==> src/rtl/pitch_divert_pkg.sv <==
`timescale 1ns/1ps
package pitch_divert_pkg;
    typedef enum logic [1:0] {
        P_IDLE  = 2'd0,
        P_ARMED = 2'd1,
        P_FEED  = 2'd2
    } pend_state_e;

    localparam int FEED_EXTRA = 2;
endpackage

==> src/rtl/pitch_sync.sv <==
`timescale 1ns/1ps
module pitch_sync #(
    parameter int STAGES = 2
) (
    input  logic clk,
    input  logic rst,
    input  logic pitch_raw,
    output logic ev
);
    logic [STAGES-1:0] sync_q;
    logic              prev_q;
    logic              lvl;

    assign lvl = sync_q[STAGES-1];

    always_ff @(posedge clk) begin
        if (rst) begin
            sync_q <= '0;
            prev_q <= 1'b0;
        end else begin
            sync_q <= {sync_q[STAGES-2:0], pitch_raw};
            prev_q <= lvl;
        end
    end

    assign ev = lvl & ~prev_q;
endmodule

==> src/rtl/pitch_pending.sv <==
`timescale 1ns/1ps
module pitch_pending
    import pitch_divert_pkg::*;
#(
    parameter bit TRIPLE = 1'b0
) (
    input  logic clk,
    input  logic rst,
    input  logic req,
    input  logic ev,
    output logic pend_bit
);
    pend_state_e state_q, state_d;
    logic [1:0]  feed_q, feed_d;
    logic        held_q, held_d;

    always_ff @(posedge clk) begin
        if (rst) begin
            state_q <= P_IDLE;
            feed_q  <= '0;
            held_q  <= 1'b0;
        end else begin
            state_q <= state_d;
            feed_q  <= feed_d;
            held_q  <= held_d;
        end
    end

    always_comb begin
        state_d = state_q;
        feed_d  = feed_q;
        held_d  = held_q;
        unique case (state_q)
            P_IDLE: begin
                if (req) state_d = P_ARMED;
            end
            P_ARMED: begin
                if (ev) begin
                    if (TRIPLE) begin
                        state_d = P_FEED;
                        feed_d  = 2'(FEED_EXTRA);
                        held_d  = req;
                    end else if (!req) begin
                        state_d = P_IDLE;
                    end
                end
            end
            P_FEED: begin
                if (req) held_d = 1'b1;
                if (ev) begin
                    if (feed_q == 2'd1) begin
                        state_d = (held_q || req) ? P_ARMED : P_IDLE;
                        held_d  = 1'b0;
                        feed_d  = '0;
                    end else begin
                        feed_d = feed_q - 2'd1;
                    end
                end
            end
            default: state_d = P_IDLE;
        endcase
    end

    always_comb begin
        pend_bit = (state_q != P_IDLE);
    end
endmodule

==> src/rtl/pitch_track.sv <==
`timescale 1ns/1ps
module pitch_track #(
    parameter int LEN = 320
) (
    input  logic           clk,
    input  logic           rst,
    input  logic           ev,
    input  logic           bit_in,
    output logic [LEN-1:0] track_q
);
    always_ff @(posedge clk) begin
        if (rst) begin
            track_q <= '0;
        end else if (ev) begin
            track_q <= {track_q[LEN-2:0], bit_in};
        end
    end
endmodule

==> src/rtl/pitch_window.sv <==
`timescale 1ns/1ps
module pitch_window #(
    parameter int LEN    = 320,
    parameter int OFS_W  = 9,
    parameter bit TRIPLE = 1'b0
) (
    input  logic [LEN-1:0]   track,
    input  logic [OFS_W-1:0] ofs,
    output logic             hit
);
    localparam logic [OFS_W-1:0] OFS_MAX = OFS_W'(LEN - 2);

    logic             in_range;
    logic [OFS_W-1:0] lo;
    logic [LEN-1:0]   shifted;

    assign in_range = (ofs != '0) && (ofs <= OFS_MAX);
    assign lo       = ofs - OFS_W'(1);
    assign shifted  = track >> lo;

    generate
        if (TRIPLE) begin : g_single_tap
            assign hit = in_range & shifted[0];
        end else begin : g_three_tap
            assign hit = in_range & (|shifted[2:0]);
        end
    endgenerate
endmodule

==> src/rtl/pitch_divert.sv <==
`timescale 1ns/1ps
module pitch_divert #(
    parameter int TRACK_LEN   = 320,
    parameter int SYNC_STAGES = 2,
    parameter bit TRIPLE_FEED = 1'b0,
    parameter int OFS_W       = $clog2(TRACK_LEN)
) (
    input  logic             clk,
    input  logic             rst,
    input  logic             req,
    input  logic             pitch_in,
    input  logic [OFS_W-1:0] ofs,
    output logic             valve
);
    logic                 pitch_ev;
    logic                 pend_bit;
    logic [TRACK_LEN-1:0] track_q;
    logic                 hit;
    logic                 valve_q;

    pitch_sync #(.STAGES(SYNC_STAGES)) u_sync (
        .clk      (clk),
        .rst      (rst),
        .pitch_raw(pitch_in),
        .ev       (pitch_ev)
    );

    pitch_pending #(.TRIPLE(TRIPLE_FEED)) u_pend (
        .clk     (clk),
        .rst     (rst),
        .req     (req),
        .ev      (pitch_ev),
        .pend_bit(pend_bit)
    );

    pitch_track #(.LEN(TRACK_LEN)) u_track (
        .clk    (clk),
        .rst    (rst),
        .ev     (pitch_ev),
        .bit_in (pend_bit),
        .track_q(track_q)
    );

    pitch_window #(.LEN(TRACK_LEN), .OFS_W(OFS_W), .TRIPLE(TRIPLE_FEED)) u_win (
        .track(track_q),
        .ofs  (ofs),
        .hit  (hit)
    );

    always_ff @(posedge clk) begin
        if (rst) valve_q <= 1'b0;
        else     valve_q <= hit;
    end

    assign valve = valve_q;
endmodule

==> config.mk <==
export PLATFORM = sky130hd
export DESIGN_NAME = pitch_divert
export DESIGN_NICKNAME = d
export VERILOG_FILES = /design/src/rtl/pitch_divert_pkg.sv /design/src/rtl/pitch_sync.sv /design/src/rtl/pitch_pending.sv /design/src/rtl/pitch_track.sv /design/src/rtl/pitch_window.sv /design/src/rtl/pitch_divert.sv
export SDC_FILE = /design/constraint.sdc
export NUM_CORES = 1
export LEC_CHECK = 0
export BUFFER_PORTS_ARGS = -buffer_cell sky130_fd_sc_hd__buf_2
export CORE_ASPECT_RATIO = 0.8
export CORE_UTILIZATION = 69
export CTS_CLUSTER_SIZE = 24
export DETAILED_ROUTE_END_ITERATION = 8
export PLACE_DENSITY_LB_ADDON = 0.15
export SYNTH_ARGS = -nofsm -noshare
export SYNTH_HDL_FRONTEND = slang
export SYNTH_SLANG_ARGS = --single-unit
==> constraint.sdc <==
create_clock -name clk -period 10.4 [get_ports clk]
set_input_delay 1.56 -clock clk [delete_from_list [all_inputs] [get_ports clk]]
set_output_delay 1.56 -clock clk [all_outputs]
set_load 0.05 [all_outputs]
==> metrics <==
Worst Path Required 10.82 ns; post-placement cell count 2273; H-tree levels 2; Placer Congestion 0.8647; post-synth cell types 67; Design Power 0.002808 W; fin cells 2335; Synthesis Warnings 0; Routed Antenna Nets 0; largest net degree at the start of global routing 239; Fillers 1900; final max-slew violation count 0; EDFF count, synth 0; fmax 163.7 MHz; Post-Route WL 44660 um; slew margin rel. 17.96%; Synth Instances 2105; Pwr Density 150.3 nW/um2; Mapped Nets 2121; NumNets Final 2002; WS Path Type in2reg; hold_buf cts 0; instance count on the critical path 12; leak pwr 5.863 nW; critical path arrival 6.53 ns; final count of hold timing violations 0; CTS clk-pin slew, worst paths 0.06 ns; core region area 25240 um2; Root Buffer clkbuf_16; total gr overflow 0; hpwl dp 26710 um; min-delay worst type reg2reg; via count 15.52k; Die H 145.3 um; port buffer count 13; first-pass GRT wire length 73020 um; Util after Layout 74.02%; Hold Crit Start u_sync.sync_q[0]; share of cells above drive strength 1 12.13%; Clk Latency, worst-skew pair 0.51 ns; syn avg cell area 8.417 um2; sequential area share after synthesis 36.72%; Initial Util 70.19%; Hold Crit Depth 1; drt first pass iters 5; drt wl/cell 19.13 um; critical path endpoint category flop; run status finished, final reports clean; fin crit period 6.109 ns; Final Cell Area 18690 um2; R2R Setup Slk 7.16 ns; startpoint types input pin; FF-to-FF path depth 5; CP top delay family buffers and inverters; most common cell after layout, fill and taps aside nand2_1; worst clock skew 0.01556 ns; post-CTS sizing 0; Top Ports 14; Tot GR Track Use 33.60%; Seq cells post-synth 325; Post-CTS Repair Setup Buffers 0; Worst IR Drop VDD 0.0001276 V; Sink Count 325; DRC 0; critical path's slowest cell ha_4; Vias/cell 6.645; Placed Area 17500 um2; crit path cell chain buf_6 > inv_4 > ha_4 > buf_4 > nor2_1 > a221oi_1 > o21ai_0 > a31oi_1 > nor3_1 > o31ai_1 > o22ai_1 > nor4b_2; Hold Path Sink u_sync.sync_q[1]; async set-reset flop share out of synthesis 0%; P&R area growth vs syn 5.466%; ANT cells 0; worst flop-to-flop path startpoint u_sync.sync_q[1]; Tcrit/Tclk final 58.74%; Setup violations, final 0; Initial DRC Count 1886; most frequent cells in the layout 706 x nand2_1, 344 x a21oi_1, 325 x dfxtp_1; Num CTS Buffers 35; buffer and inverter count on the worst path 3; Die Area 26330 um2; initial antenna violation count 0; max_cap viols 0; reg2reg end u_track.track_q[96]; Synth Flop Type dfxtp_1; Critical Path Fanout Max 78; vias in the first global route 14.38k; Site Rows 52; Netlist Area Pre-Place 17720 um2; Worst-Margin Slew 1.226 ns; RSZ-0062 raised after global routing false; Worst path max stage delay 0.86 ns; CTS tree yes; die width 181.2 um; setup_tns 0 ns; worst-case clock buffer depth 3
## worst max-delay path by stage
stage | endpoint | slack [ns] | startpoint
finish | valve | 4.29 | ofs[0]
detailed placement | valve | 3.92 | ofs[0]
floorplan | valve | 5.56 | ofs[0]
global route | valve | 3.97 | ofs[0]
global placement | valve | 4.03 | ofs[0]
CTS | valve | 4.42 | ofs[0]
## logic make-up after synthesis
family          synth area share [%]
simple gates                   20.37
flops                          36.72
compound gates                 16.56
buf+inv                        5.381
xor+xnor                      0.5791
mux                            20.18
fa+ha+maj                     0.2119
## report_power, final
group          internal [W]  total, W  switching, W
sequential          0.00125   0.00125   0.000000894
combinational     0.0000859  0.000280      0.000194
clock              0.000782   0.00128      0.000499
## metrics by stage
stage               hold WS [ns]  setup WS [ns]
floorplan                 0.4138          5.559
global placement          0.4173          4.030
detailed placement        0.4477          3.917
CTS                       0.4611          4.423
global route              0.4824          3.973
finish                    0.4589          4.291
## cell usage after synthesis (16+ instances only)
cell,count,area (um2)
nand2_1,706,2650
a21oi_1,344,1722
dfxtp_1,325,6506
mux4_2,132,2973
clkbuf_1,121,454.2
nor2_1,51,191.4
mux2i_1,50,500.5
o21ai_0,33,165.2
a2111oi_0,32,280.3
buf_2,31,155.2
nor2b_1,28,175.2
buf_4,25,187.7
nor3_1,22,110.1
and2_1,20,125.1
nand4_1,16,100.1
## layer usage
metal,part of all wire (%),wire [um],global-route usage [%],vias to the layer above
met5,0,0,0,-
met4,2.4,1054,10.47,0
met3,8.9,3953,7.229,100
met2,46,20360,51.56,687
met1,43,19300,47.71,7510
li1,-,-,-,7220
## cell type report
class	count	area (um2)	area share, %
flip-flops and latches	325	6506	34.82
well taps	324	405.4	2.169
inverters	6	25.02	0.1339
clock inverters	8	120.1	0.6428
clock buffers	54	1070	5.725
repair buffers	33	244.0	1.306
multi-input cells	1585	10320	55.21
## sequential cells by signal (all words and copies together) (netlist names)
name             flops
valve                1
u_sync.prev_q        1
u_track.track_q    320
u_sync.sync_q        2
u_pend.state_q       1
Power figures use the tool's default switching activity.
